## src/rtl/bq_pkg.sv

```systemverilog
package bq_pkg;
  typedef enum logic [1:0] {
    ST_WAIT  = 2'd0,
    ST_ARMED = 2'd1,
    ST_RUN   = 2'd2,
    ST_FAULT = 2'd3
  } bq_state_e;
endpackage

```

## src/rtl/bq_slicer.sv

```systemverilog
module bq_slicer #(
  parameter int SMP_W = 14
) (
  input  logic [SMP_W-1:0] smp,
  input  logic [SMP_W-1:0] thr,
  input  logic             sign_mode,
  output logic             bit_o
);
  logic above;
  assign above = ($signed(smp) > $signed(thr));
  // sign decision: non-negative -> 1, negative -> 0
  assign bit_o = sign_mode ? ~smp[SMP_W-1] : above;
endmodule

```

## src/rtl/bq_preamble.sv

```systemverilog
module bq_preamble
  import bq_pkg::*;
#(
  parameter int              PAT_W     = 4,
  parameter logic [PAT_W-1:0] PATTERN  = 4'b1011,
  parameter int              MAX_TRIES = 4
) (
  input  logic clk,
  input  logic rst_n,
  input  logic bit_vld,
  input  logic bit_val,
  input  logic window,
  input  logic load,
  output logic pat_ok,
  output logic pat_err,
  output logic resend_req,
  output logic chan_fault,
  output logic lfsr_load,
  output logic cmp_en
);
  localparam int CNT_BITS = (PAT_W > 1) ? $clog2(PAT_W) : 1;
  localparam int TRY_W    = $clog2(MAX_TRIES + 1);
  localparam logic [CNT_BITS-1:0] LAST_IDX = CNT_BITS'(PAT_W - 1);
  localparam logic [TRY_W-1:0]    TRY_LIM  = TRY_W'(MAX_TRIES);

  bq_state_e          state_q;
  logic [PAT_W-1:0]   sr_q;
  logic [PAT_W-1:0]   sr_nx;
  logic [CNT_BITS-1:0] cnt_q;
  logic [TRY_W-1:0]   tries_q;

  assign sr_nx     = {sr_q[PAT_W-2:0], bit_val};
  assign lfsr_load = (state_q == ST_ARMED) && load;
  assign cmp_en    = (state_q == ST_RUN) && bit_vld;

  always_ff @(posedge clk) begin
    if (!rst_n) begin
      state_q    <= ST_WAIT;
      sr_q       <= '0;
      cnt_q      <= '0;
      tries_q    <= '0;
      pat_ok     <= 1'b0;
      pat_err    <= 1'b0;
      resend_req <= 1'b0;
      chan_fault <= 1'b0;
    end else begin
      resend_req <= 1'b0;
      unique case (state_q)
        ST_WAIT: begin
          if (!window) begin
            cnt_q <= '0;
          end else if (bit_vld) begin
            sr_q <= sr_nx;
            if (cnt_q == LAST_IDX) begin
              cnt_q <= '0;
              if (sr_nx == PATTERN) begin
                pat_ok  <= 1'b1;
                pat_err <= 1'b0;
                state_q <= ST_ARMED;
              end else begin
                pat_ok  <= 1'b0;
                pat_err <= 1'b1;
                if (tries_q == TRY_LIM) begin
                  chan_fault <= 1'b1;
                  state_q    <= ST_FAULT;
                end else begin
                  tries_q    <= tries_q + 1'b1;
                  resend_req <= 1'b1;
                end
              end
            end else begin
              cnt_q <= cnt_q + 1'b1;
            end
          end
        end
        ST_ARMED: if (load) state_q <= ST_RUN;
        default: ;
      endcase
    end
  end
endmodule

```

## src/rtl/bq_lfsr.sv

```systemverilog
module bq_lfsr #(
  parameter int             W     = 4,
  parameter logic [W-1:0]   SEED  = 4'b0001,
  parameter int             TAP_A = 3,
  parameter int             TAP_B = 2
) (
  input  logic clk,
  input  logic rst_n,
  input  logic load,
  input  logic step,
  output logic ref_bit
);
  logic [W-1:0] st_q;
  assign ref_bit = st_q[W-1];

  always_ff @(posedge clk) begin
    if (!rst_n)    st_q <= SEED;
    else if (load) st_q <= SEED;
    else if (step) st_q <= {st_q[W-2:0], st_q[TAP_A] ^ st_q[TAP_B]};
  end
endmodule

```

## src/rtl/bq_errcnt.sv

```systemverilog
module bq_errcnt #(
  parameter int CNT_W = 32
) (
  input  logic             clk,
  input  logic             rst_n,
  input  logic             inc,
  output logic [CNT_W-1:0] count
);
  localparam logic [CNT_W-1:0] TOP = '1;
  always_ff @(posedge clk) begin
    if (!rst_n)                    count <= '0;
    else if (inc && count != TOP)  count <= count + 1'b1;
  end
endmodule

```

## src/rtl/bert_qualified_rx.sv

```systemverilog
module bert_qualified_rx #(
  parameter int SMP_W = 14,
  parameter int CNT_W = 32
) (
  input  logic             clk,
  input  logic             rst_n,
  input  logic [SMP_W-1:0] smp_data,
  input  logic             smp_valid,
  output logic             smp_ready,
  input  logic [SMP_W-1:0] level,
  input  logic             slice_sign,
  input  logic             pat_window,
  input  logic             seed_load,
  output logic             pat_ok,
  output logic             pat_err,
  output logic             resend_req,
  output logic             chan_fault,
  output logic [CNT_W-1:0] err_count
);
  logic dec_bit, cmp_en, lfsr_load, ref_bit;

  assign smp_ready = 1'b1;

  bq_slicer #(.SMP_W(SMP_W)) u_slice (
    .smp(smp_data), .thr(level), .sign_mode(slice_sign), .bit_o(dec_bit)
  );

  bq_preamble u_pre (
    .clk(clk), .rst_n(rst_n), .bit_vld(smp_valid), .bit_val(dec_bit),
    .window(pat_window), .load(seed_load),
    .pat_ok(pat_ok), .pat_err(pat_err), .resend_req(resend_req),
    .chan_fault(chan_fault), .lfsr_load(lfsr_load), .cmp_en(cmp_en)
  );

  bq_lfsr u_ref (
    .clk(clk), .rst_n(rst_n), .load(lfsr_load), .step(cmp_en), .ref_bit(ref_bit)
  );

  bq_errcnt #(.CNT_W(CNT_W)) u_cnt (
    .clk(clk), .rst_n(rst_n), .inc(cmp_en && (dec_bit ^ ref_bit)), .count(err_count)
  );
endmodule

```

## config.mk

```make
export PLATFORM = sky130hd
export DESIGN_NAME = bert_qualified_rx
export DESIGN_NICKNAME = d
export VERILOG_FILES = /design/src/rtl/bq_pkg.sv /design/src/rtl/bq_slicer.sv /design/src/rtl/bq_preamble.sv /design/src/rtl/bq_lfsr.sv /design/src/rtl/bq_errcnt.sv /design/src/rtl/bert_qualified_rx.sv
export SDC_FILE = /design/constraint.sdc
export NUM_CORES = 1
export LEC_CHECK = 0
export BUFFER_PORTS_ARGS = -buffer_cell sky130_fd_sc_hd__buf_2
export CAP_MARGIN = 20
export CORE_UTILIZATION = 31
export DETAILED_ROUTE_END_ITERATION = 10
export PLACE_DENSITY = 0.53
export SYNTH_ARGS = -nofsm -noshare
export SYNTH_HDL_FRONTEND = slang
export SYNTH_SLANG_ARGS = --single-unit
```

## constraint.sdc

```tcl
create_clock -name clk -period 3.7 [get_ports clk]
set_clock_uncertainty 0.05 [all_clocks]
set_input_delay 0.555 -clock clk [delete_from_list [all_inputs] [get_ports clk]]
set_output_delay 0.555 -clock clk [all_outputs]
set_load 0.005 [all_outputs]
```

### Yosys cells after proc, flatten, opt, wreduce, memory -nomap -nowiden

Cells that the tools add are included.

| word-level totals | value |
|---|---|
| register bits | 50 |
| bits of input ports | 34 |
| logic and storage cells | 64 |

| operators by class | value |
|---|---|
| $add $sub $neg | 3 |
| magnitude comparators | 1 |
| equal/unequal tests | 12 |
| multiplexer cells | 14 |
| bitwise logic cells | 10 |
| reduce and logical (&&, ||, !) cells | 14 |

Operators by type and width:

| kind | count |
|---|---|
| adder 32 x 1 -> 32 bit (second input constant) | 1 |
| != test 32 bit (second input constant) | 1 |
| two-way mux 2 bit | 9 |
| AND reduction 6 bit | 3 |
| greater-than comparator 14 bit | 1 |
| != test 2 bit (second input constant) | 4 |
| inverter 1 bit | 8 |
| OR reduction 6 bit | 1 |
| equality test 2 bit (second input constant) | 2 |
| equality test 4 bit (second input constant) | 1 |
| logical AND 1 bit | 4 |
| two-way mux 1 bit | 4 |
| case mux 2 bit (2 select lines) | 1 |
| AND reduction 4 bit | 1 |
| adder 3 x 1 -> 3 bit (second input constant) | 1 |
| equality test 3 bit (second input constant) | 1 |
| != test 3 x 1 -> 1 bit (second input constant) | 1 |
| AND reduction 3 bit | 1 |
| adder 2 x 1 -> 2 bit (second input constant) | 1 |
| equality test 2 x 1 -> 1 bit (second input constant) | 1 |
| logical NOT 2 bit | 1 |
| != test 2 x 1 -> 1 bit (second input constant) | 1 |
| AND reduction 2 bit | 1 |
| nonzero test 2 bit | 1 |
| other kinds (2) | 3 |

### Longest topological paths before layout

Gate-level depths: netlist (run 1).

| logic depth | value |
|---|---|
| depth after elaboration | 8 |
| depth in mapped cells | 11 |

### Modules after synthesis

From an unflattened synthesis (run 1), not the netlist that was laid out.

| unflattened totals | value |
|---|---|
| cell total of the unflattened synthesis | 343 |
| area, all modules | 2954.1 µm² |

Modules (own cells, without submodules):

| module | times used | cells each | area an instance (µm²) | seq. area each (µm²) |
|---|---|---|---|---|
| bq_errcnt | 1 | 200 | 1704.1 | 640.6 |
| bq_preamble | 1 | 71 | 688.2 | 280.3 |
| bq_slicer | 1 | 52 | 372.9 | 0.0 |
| bq_lfsr | 1 | 16 | 162.7 | 80.1 |
| bert_qualified_rx | 1 | 4 | 26.3 | 0.0 |

### Worst setup path before layout (run 1)

Ideal clock, no wire load.

| timing | value |
|---|---|
| kind | input -> register |
| from | in level[11] |
| to | reg u_cnt.count[1] |
| library setup time | 128 ps |
| data arrival time | 2636 ps |
| slack | 886 ps |
| cell stages on the path | 11 |
| path through | inv_1 > ha_1 > and4_4 > a21oi_2 > a31oi_1 > o311ai_4 > mux2i_4 > buf_6 > buf_6 > mux2i_1 > nor2_1 |

| between the ends | value |
|---|---|
| word-level cells in the longest chain between the ends | 5 |

RTL lines:

| item | line | text |
|---|---|---|
| from (decl) | bert_qualified_rx.sv:10 | `input logic [SMP_W-1:0] level,` |
| greater-than comparator 14 bit | bq_slicer.sv:10 | `assign above = ($signed(smp) > $signed(thr));` |
| two-way mux 1 bit | bq_slicer.sv:12 | `assign bit_o = sign_mode ? ~smp[SMP_W-1] : above;` |
| bitwise XOR 1 bit | bert_qualified_rx.sv:40 | `.clk(clk), .rst_n(rst_n), .inc(cmp_en && (dec_bit ^ ref_bit)), .count(err_count)` |
| logical AND 1 bit | bert_qualified_rx.sv:40 |  |
| logical AND 1 bit | bq_errcnt.sv:12 | `else if (inc && count != TOP) count <= count + 1'b1;` |
| to (signal assigned) | bq_errcnt.sv:12 |  |
| to (decl) | bq_errcnt.sv:7 | `output logic [CNT_W-1:0] count` |

No other way between the ends.
A chain may end at the register's enable or synchronous reset.

### Worst setup path in the final report (run 1)

| timing | value |
|---|---|
| from | reg u_cnt.count[8] |
| to | reg u_cnt.count[1] |

| between the ends | value |
|---|---|
| word-level cells in the longest chain between the ends | 2 |

RTL lines:

| item | line |
|---|---|
| != test 32 bit | bq_errcnt.sv:12 |
| logical AND 1 bit | bq_errcnt.sv:12 |

No other way between the ends.

==> results of run 1 <==
==> worst reg2reg max path: stages (launching register included) <==
cell and delay (ns):
dfxtp_1 0.46, nand4_1 0.22, or4_1 0.62, nor4_2 0.26, nor3b_1 0.15, mux2i_4 0.38
buf_4 0.34, mux2i_1 0.21, nor2_1 0.05
==> cells in the final DEF (no fill, tap or decap), types with 7 or more instances in the layout <==
master	n
a21oi_1	26
buf_2	69
clkbuf_8	8
dfxtp_1	50
ha_1	18
inv_1	24
mux2i_1	11
nand2_1	25
nand3_1	14
nand4_1	12
nor2_1	26
nor3_1	7
o21ai_0	20
or3_1	22
==> synthesized netlist by cell type, types with 11 or more instances <==
cell	count	area (um^2)
a21oi_1	26	130.1
or3_1	22	137.6
inv_1	24	90.09
nand3_1	14	70.07
nor2_1	26	97.59
nand2_1	25	93.84
mux2i_1	11	110.1
o21ai_0	20	100.1
dfxtp_1	50	1001
nand4_1	12	75.07
ha_1	18	225.2
==> registers in the layout, summed over array words and instances, names as in the netlist <==
signal            count
u_pre.state_q         2
u_pre.pat_ok          1
u_pre.sr_q            3
u_pre.chan_fault      1
u_pre.cnt_q           2
u_cnt.count          32
u_pre.pat_err         1
u_pre.tries_q         3
u_pre.resend_req      1
u_ref.st_q            4
==> power breakdown <==
| part | internal (W) | switching (W) | leakage (nW) |
|---|---|---|---|
| logic | 0.0000401 | 0.0000469 | 0.948 |
| clock network | 0.000189 | 0.000172 | 0.0575 |
| registers | 0.000539 | 0.00000131 | 0.403 |
| total | 0.000769 | 0.000221 | 1.41 |
==> kinds of logic after synthesis <==
logic type / count (synthesis) / synth area share
xor gates and xnor gates: 5 / 0.01524
AOI/OAI and AO/OA: 77 / 0.1680
buffers and inverters: 39 / 0.06661
DFF: 50 / 0.3483
other: 1 / 0.001305
muxes: 13 / 0.05007
and+or+nand+nor: 140 / 0.2721
adders and majority gates: 18 / 0.07836
==> metrics by stage <==
step | instances | util | instance area, um^2 | power, W
detailed placement | 512 | 0.3732 | 3302 | 0.0006424
floorplan | 343 | - | 2874 | 0.0006090
global placement | 512 | 0.3732 | 3302 | 0.0006409
finish | 520 | 0.3856 | 3412 | 0.0009891
CTS | 520 | 0.3856 | 3412 | 0.001011
global route | 520 | 0.3856 | 3412 | 0.001045
==> worst paths after layout <==
kind         cells past startpoint          endpoint        startpoint
max                              8    u_cnt.count[1]    u_cnt.count[8]
min                              1  u_pre.chan_fault  u_pre.chan_fault
max reg2reg                      8    u_cnt.count[1]    u_cnt.count[8]
min reg2reg                      1  u_pre.chan_fault  u_pre.chan_fault
==> metal layers <==
metal  vias up  track usage  wire (um)
met5         -            0          0
met1      1210       0.1771       3120
met3         8      0.02649        232
met2        50       0.2541       3171
li1       1375            -          -
met4         0      0.03674         85
==> area by class of cell <==
cell class,count,area [um^2],share of cell area
inverter,25,93.84,0.02750
clock buffer,8,110.1,0.03227
timing repair buffer,75,390.4,0.1144
sequential,50,1001,0.2934
tap,108,135.1,0.03960
multi-input combinational,254,1682,0.4928
==> summary.md, run 1 <==
| Metric | Value |
|---|---|
| Drt first-iter violations | 43 |
| Via/cell ratio | between 5 and 6 |
| Crit path cell chain | nand4_1, or4_1, nor4_2, nor3b_1, mux2i_4, buf_4, mux2i_1, nor2_1 |
| I/O pin cnt | 71 |
| Top delay family on crit path | simple AND/OR/NAND/NOR gates |
| Reg clk slew, reported paths | approximately 0.090 ns |
| HP Class | flip-flop to flip-flop |
| Pwr/cell area | 289.9 mW/mm^2 |
| Worst VDD drop | approximately 0.13 mV |
| MaxCap Viol Count | 0 |
| Vias in the first global route | about 2500 |
| Starting Density | 0.3248 |
| Row count | 34 |
| Hold WS | 0.4235 ns |
| Initial antenna violation count | 0 |
| Final #Nets | roughly 460 |
| Die H | 98.29 um |
| Setup TNS | 0 ns |
| Worst endpoint required time | roughly 3.8 ns |
| CTS root buf | clkbuf_8 |
| Yosys reg bits | 50 |
| Worst EP arrival | about 3.0 ns |
| # DRC | 6 |
| Startpoint Class | flip-flop |
| Cts hold-fix bufs | 0 |
| Clock sink total | 50 |
| Syn avg cell area | about 8.4 um^2 |
| Post-DRT Antenna Nets | 0 |
| Port buffer count | 69 |
| Cell variety after synth | between 50 and 60 |
| HPWL after DPL | 5077 um |
| Postcts setup bufs | 0 |
| Fmax | around 0.35 GHz |
| Post-synth ARST share | 0 |
| Slew @ Worst Pin | about 0.57 ns |
| Die ar. | slightly below 0.01 mm^2 |
| CP max-delay cell | or4_1 |
| R2R Setup Slk | between 0.8 and 0.9 ns |
| Worst Path Buf+Inv | 1 |
| Clock Latency Late Sink | 0.29 ns |
| Total number of vias | about 2600 |
| TritonRoute pass-1 iters | 9 |
| Fin worst setup slack | ~0.9 ns |
| Layout cells sized above 1 | 0.2379 |
| Final min period | roughly 2.8 ns |
| RSZ-0062 raised after global routing | false |
| Status | finished with violations |
| CP endpoint kind | flip-flop |
| Slew Limit Fails | 0 |
| Fill cells | ~950 |
| H-tree levels | 2 |
| Total GRT Usage | 0.1429 |
| Top_reg_cell synth | dfxtp_1 |
| Overall routed net length | 6610 um |
| Clock Path Buffers | 2 |
| Diodes inserted | 0 |
| WS Path Type | flip-flop to flip-flop |
| Max FO, Critical Path | 23 |
| Hold Vio Cnt, Final | 0 |
| Largest net degree at the start of global routing | 25 |
| Congestion Overflow GR | 0 |
| CTS tree | done |
| CTS Buf Count | 5 |
| LEAKAGE | between 1 and 1.5 nW |
| Synthesized area | ~0.0029 mm^2 |
| Synth Instances | roughly 340 |
| Setup WS pre-CTS | around 0.63 ns |
| Global-route wire length before repair | ~11000 um |
| Final Cycle Share | 0.7633 |
| Crit-path max cell delay | 0.62 ns |
| RePlAce Congestion | between 0.7 and 0.8 |
| Endpoints failing setup | 0 |
| Die Wd | between 90 and 100 um |
| Rel. slew slack | 0.6139 |
| Cts repair resizes | 0 |
| Area Growth Syn to Fin | 18.72% |
| Syn Nets | 395 |
| Post-synth EDFFs | 0 |
| Core ar. | slightly below 0.009 mm^2 |
| Synth warnings | 0 |
| Post-synthesis sequential area ratio | 0.3483 |
| Wirelength per Cell | ~13 um |
| Failing checks | design-rule violations |
Power figures use the tool's default switching activity.
==> run 2, diff against run 1 <==
==> constraint.sdc (replaced) <==
create_clock -name clk -period 2.8 [get_ports clk]
set_clock_uncertainty 0.05 [all_clocks]
set_input_delay 0.42 -clock clk [delete_from_list [all_inputs] [get_ports clk]]
set_output_delay 0.42 -clock clk [all_outputs]
set_load 0.005 [all_outputs]
==> run 2 against run 1 <==
Net effect: the flow now finishes without violations; sequential cell count unchanged; hold slack better by 0.0040 ns; power up 29%; worst setup slack worse by 0.51 ns; non-clock buffer count up 3; critical endpoint unchanged.
==> summary.md, run 2 (synthesized netlist as in run 1, its figures left out) <==
| Metric | Value |
|---|---|
| Most frequent cells in the layout | buf_2 (69), dfxtp_1 (50), nor2_1 (26), a21oi_1 (26), nand2_1 (25) |
| Slew Limit Fails | 0 |
| Crit path cell chain | nand4_1, or4_1, nor4_2, nor3b_1, mux2i_4, buf_4, mux2i_1, nor2_1 |
| Int Pwr | approximately 0.00097 W |
| Starting Density | 0.3248 |
| Endpoints failing setup | 0 |
| Overall routed net length | 6562 um |
| Die H | around 100 um |
| Total number of vias | approximately 2600 |
| Cts hold-fix bufs | 0 |
| Clock share of power | 0.348 |
| Worst VDD drop | between 0.2 and 0.25 mV |
| Row count | 34 |
| Postcts setup bufs | 0 |
| HPWL after DPL | roughly 4800 um |
| H-tree levels | 2 |
| MaxCap Viol Count | 0 |
| RSZ-0062 raised after global routing | false |
| Largest net degree at the start of global routing | 36 |
| CTS tree | done |
| Reg clk slew, reported paths | 0.09 ns |
| Sequential share of power | 0.562 |
| Wirelength per Cell | roughly 13 um |
| Commonest non-fill, non-tap cell in the layout | buf_2 |
| HP Class | flip-flop to flip-flop |
| Pwr/cell area | 371.0 mW/mm^2 |
| CP endpoint kind | flip-flop |
| Max reg flops | 32 |
| Crit-path max cell delay | 0.58 ns |
| Clock sink total | 50 |
| Vias in the first global route | ~2400 |
| Logic pwr share | 0.090 |
| Port buffer count | slightly below 70 |
| Sw Pwr | 0.0003058 W |
| Final Non-Filler Cells | about 520 |
| Fin area | roughly 0.0034 mm^2 |
| Via/cell ratio | between 5 and 6 |
| Status | complete, no violations |
| I/O pin cnt | between 70 and 80 |
| Post-DRT Antenna Nets | 0 |
| # DRC | 0 |
| LEAKAGE | ~1.4 nW |
| CP max-delay cell | or4_1 |
| Hold Vio Cnt, Final | 0 |
| Clock Latency Late Sink | approximately 0.31 ns |
| TritonRoute pass-1 iters | 7 |
| Setup TNS | 0 ns |
| Hold WS | approximately 0.43 ns |
| RePlAce Congestion | ~0.75 |
| Reg with most FFs | u_cnt.count |
| Final Cycle Share | 0.8685 |
| Largest registers | u_cnt.count (32), u_ref.st_q (4) |
| Startpoint Class | flip-flop |
| Total GRT Usage | 0.1382 |
| Fmax | between 0.4 and 0.5 GHz |
| Cts repair resizes | 0 |
| Final #Nets | 466 |
| WS Path Type | flip-flop to flip-flop |
| Diodes inserted | 0 |
| Die ar. | between 0.009 and 0.01 mm^2 |
| Global-route wire length before repair | around 11000 um |
| Worst endpoint required time | ~2.9 ns |
| Placed Area | between 0.003 and 0.004 mm^2 |
| Area Growth Syn to Fin | 19.29% |
| Clock Path Buffers | 2 |
| Max FO, Critical Path | 20 |
| Drt first-iter violations | 77 |
| Layout cells sized above 1 | 0.2410 |
| Die Wd | slightly below 100 um |
| Final min period | roughly 2.4 ns |
| Overall power | 0.001272 W |
| Worst EP arrival | about 2.6 ns |
| Core ar. | 0.008848 mm^2 |
| Initial antenna violation count | 0 |
| Sw Ratio | 0.2405 |
| Congestion Overflow GR | 0 |
| Placed insts | 515 |
| CTS root buf | clkbuf_8 |
| CTS Buf Count | 5 |
[run 2: cell types whose count changed in the layout (fill, tap and decap cells not counted), sizes merged]
cell and delta:
clkbuf -1, clkinv +1, buf +3
[run 2: final timing paths]
kind,from,end,slack (ns),cells past startpoint
max,u_cnt.count[9],u_cnt.count[1],0.37,8
min,u_pre.chan_fault,u_pre.chan_fault,0.43,1
max reg2reg,u_cnt.count[9],u_cnt.count[1],0.37,8
min reg2reg,u_pre.chan_fault,u_pre.chan_fault,0.43,1
[run 2: power by group through the flow]
stage | logic, W | registers (W) | clock network (W)
floorplan | 0.0000738 | 0.000731 | 0
global placement | 0.000115 | 0.000731 | 0
detailed placement | 0.000116 | 0.000731 | 0
CTS | 0.000117 | 0.000715 | 0.000468
global route | 0.000132 | 0.000715 | 0.000492
finish | 0.000115 | 0.000715 | 0.000442
[run 2: area by class of cell]
cell class / count / area [um^2]
well taps: 108 / 135.1
fillers: 940 / 5420
multi-input cells: 254 / 1682
repair buffers: 78 / 425.4
flip-flops and latches: 50 / 1001
clock buffers: 7 / 86.33
clock inverters: 1 / 5.005
inverters: 25 / 93.84
[run 2: routing by layer]
metal | vias to the layer above | GRT usage | part of all wire
li1 | 1382 | - | -
met2 | 50 | 0.2329 | 0.46
met4 | 0 | 0.04133 | 0.014
met1 | 1207 | 0.1792 | 0.49
met3 | 9 | 0.02577 | 0.033
met5 | - | 0 | 0
[run 2: worst max-delay path, delay by kind of cell, from the launching register on]
kind	cells	cell delay, ns
mux	2	0.39
flops	1	0.43
simple gates	5	1.18
buf+inv	1	0.25
[run 2: through the flow]
stage / worst slack (ns) / utilization
floorplan: 0.1210 / -
global placement: 0.07692 / 0.3771
detailed placement: 0.04957 / 0.3771
CTS: 0.3383 / 0.3874
global route: 0.1741 / 0.3874
finish: 0.3682 / 0.3874
==> run 3, diff against run 2 <==
--- a/config.mk
+++ b/config.mk
@@ -7,9 +7,11 @@
 export LEC_CHECK = 0
 export BUFFER_PORTS_ARGS = -buffer_cell sky130_fd_sc_hd__buf_2
 export CAP_MARGIN = 20
+export CORE_MARGIN = 5
 export CORE_UTILIZATION = 31
 export DETAILED_ROUTE_END_ITERATION = 10
 export PLACE_DENSITY = 0.53
+export SLEW_MARGIN = 20
 export SYNTH_ARGS = -nofsm -noshare
 export SYNTH_HDL_FRONTEND = slang
 export SYNTH_SLANG_ARGS = --single-unit
==> run 3 against run 2 <==
Net effect: final area up 1.1%; combinational power about the same; die area rose by 17%; clock power shrank 8.4%; non-clock buffer count grew 8; critical path depth rose by 3; sequential power barely moved; count of clock-buffer cells in the layout down 2; critical path type is now input port to flip-flop; highest routed layer unchanged.
==> summary.md, run 3 (synthesized netlist as in run 1, its figures left out) <==
| Metric | Value |
|---|---|
| Min-Delay Endpoint | u_pre.chan_fault |
| Clock Latency Late Sink | around 0.3 ns |
| CP endpoint kind | flip-flop |
| Max reg flops | 32 |
| Clock Path Buffers | 2 |
| Crit path cell chain | buf_2, ha_1, a21o_1, a21oi_1, nor3_1, buf_4, o311ai_4, mux2i_4, buf_4, or4_1, a21oi_1 |
| Top delay family on crit path | compound AO/OA/AOI/OAI gates |
| Row count | 35 |
| Hold_sp | u_pre.chan_fault |
| Die H | between 100 and 150 um |
| # DRC | 0 |
| Final min period | ~2.4 ns |
| CTS Buf Count | 5 |
| HP Class | flip-flop to flip-flop |
| Reg with most FFs | u_cnt.count |
| R2R Setup Slk | approximately 0.42 ns |
| Starting Density | 0.3140 |
| Fill cells | 946 |
| Pwr/cell area | 356.4 mW/mm^2 |
| Top Usage Layer GRT | met2 |
| Cts hold-fix bufs | 0 |
| Hold depth | 1 |
| Postcts setup bufs | 0 |
| Die ar. | approximately 0.011 mm^2 |
| Commonest non-fill, non-tap cell in the layout | buf_2 |
| RSZ-0062 raised after global routing | false |
| Via/cell ratio | between 5 and 6 |
| Post-DRT Antenna Nets | 0 |
| Die Wd | between 100 and 150 um |
| Largest net degree at the start of global routing | 20 |
| Initial antenna violation count | 0 |
| Endpoints failing setup | 0 |
| Congestion Overflow GR | 0 |
| Diodes inserted | 0 |
| H-tree levels | 2 |
| Worst R2R End | u_cnt.count[31] |
| Hold Vio Cnt, Final | 0 |
| Reg clk slew, reported paths | around 0.09 ns |
| Worst endpoint required time | 2.98 ns |
| CP max-delay cell | or4_1 |
| LEAKAGE | about 1.4 nW |
| Global-route wire length before repair | ~12000 um |
| Hold WS | around 0.43 ns |
| Final Non-Filler Cells | between 500 and 600 |
| Met2 usage | 0.2149 |
| R2R Path Start | u_cnt.count[12] |
| Placed insts | around 530 |
| Total GRT Usage | 0.1260 |
| Total number of vias | 2740 |
| WS Path Type | input port to flip-flop |
| Worst Path Buf+Inv | 3 |
| Crit-path max cell delay | 0.40 ns |
| Drt first-iter violations | 75 |
| Setup TNS | 0 ns |
| Wirelength per Cell | 13.17 um |
| RePlAce Congestion | 0.7663 |
| CTS root buf | clkbuf_8 |
| MaxCap Viol Count | 0 |
| R2R cell count | 8 |
| Most frequent cells in the layout | buf_2 (69), dfxtp_1 (50), nor2_1 (26), a21oi_1 (26), nand2_1 (25) |
| Final #Nets | approximately 470 |
| Worst EP arrival | 2.59 ns |
| Layout cells sized above 1 | 0.2559 |
| Area Growth Syn to Fin | 20.64% |
| Core ar. | between 0.009 and 0.01 mm^2 |
| Largest registers | u_cnt.count (32), u_ref.st_q (4) |
| Status | complete, no violations |
| Cts repair resizes | 0 |
| I/O pin cnt | 71 |
| Port buffer count | 69 |
| Worst VDD drop | around 0.19 mV |
| CTS tree | done |
| HPWL after DPL | around 5400 um |
| Max FO, Critical Path | 13 |
| Vias in the first global route | between 2000 and 3000 |
| Global-route met1 utilization | 0.1594 |
| Final Cycle Share | 0.8602 |
| Slew Limit Fails | 0 |
| GR Util met3 | 0.02550 |
| Clock sink total | 50 |
| Fmax | around 0.42 GHz |
| Startpoint Class | input port |
| Overall routed net length | 7017 um |
| TritonRoute pass-1 iters | 4 |
[run 3: area by class of cell]
| cell class | count | area (um^2) | share of cell area |
|---|---|---|---|
| Clock buffer | 5 | 68.82 | 0.01985 |
| Clock inverter | 2 | 10.01 | 0.002887 |
| Inverter | 25 | 93.84 | 0.02707 |
| Multi-Input combinational cell | 254 | 1682 | 0.4850 |
| Sequential cell | 50 | 1001 | 0.2887 |
| Tap cell | 111 | 138.9 | 0.04006 |
| Timing Repair Buffer | 86 | 473.0 | 0.1364 |
[run 3: report_power, final]
| part | switching [W] | total (W) | internal [W] | leakage [nW] |
|---|---|---|---|---|
| registers | 0.00000178 | 0.000715 | 0.000713 | 0.403 |
| clock network | 0.000236 | 0.000405 | 0.000169 | 0.0438 |
| logic | 0.0000618 | 0.000116 | 0.0000544 | 1.00 |
[run 3: worst max-delay path by stage]
stage / from / end / slack [ns] / cells after the start
final: smp_data[7] / u_cnt.count[12] / 0.39 / 11
after global routing: u_cnt.count[12] / u_cnt.count[30] / 0.16 / 8
after CTS: smp_data[7] / u_cnt.count[12] / 0.37 / 11
after detailed placement: smp_data[5] / u_cnt.count[12] / 0.06 / 10
after global placement: smp_data[7] / u_cnt.count[12] / 0.1 / 11
after floorplan: level[11] / u_cnt.count[1] / 0.12 / 11
[run 3: metrics by stage]
step	setup slack, ns	total power (W)	util	instance area [um^2]
detailed placement	0.05501	0.0008499	0.3702	3388
CTS	0.3712	0.001261	0.3788	3467
global route	0.1578	0.001302	0.3788	3467
finish	0.3913	0.001236	0.3788	3467
global placement	0.09883	0.0008474	0.3702	3388
floorplan	0.1210	0.0008048	-	2874
[run 3: layer usage]
| metal | vias up | share of wire | wire length, um |
|---|---|---|---|
| li1 | 1398 | - | - |
| met4 | 0 | 0.016 | 110 |
| met5 | - | 0 | 0 |
| met1 | 1273 | 0.46 | 3262 |
| met2 | 60 | 0.47 | 3299 |
| met3 | 9 | 0.049 | 344 |
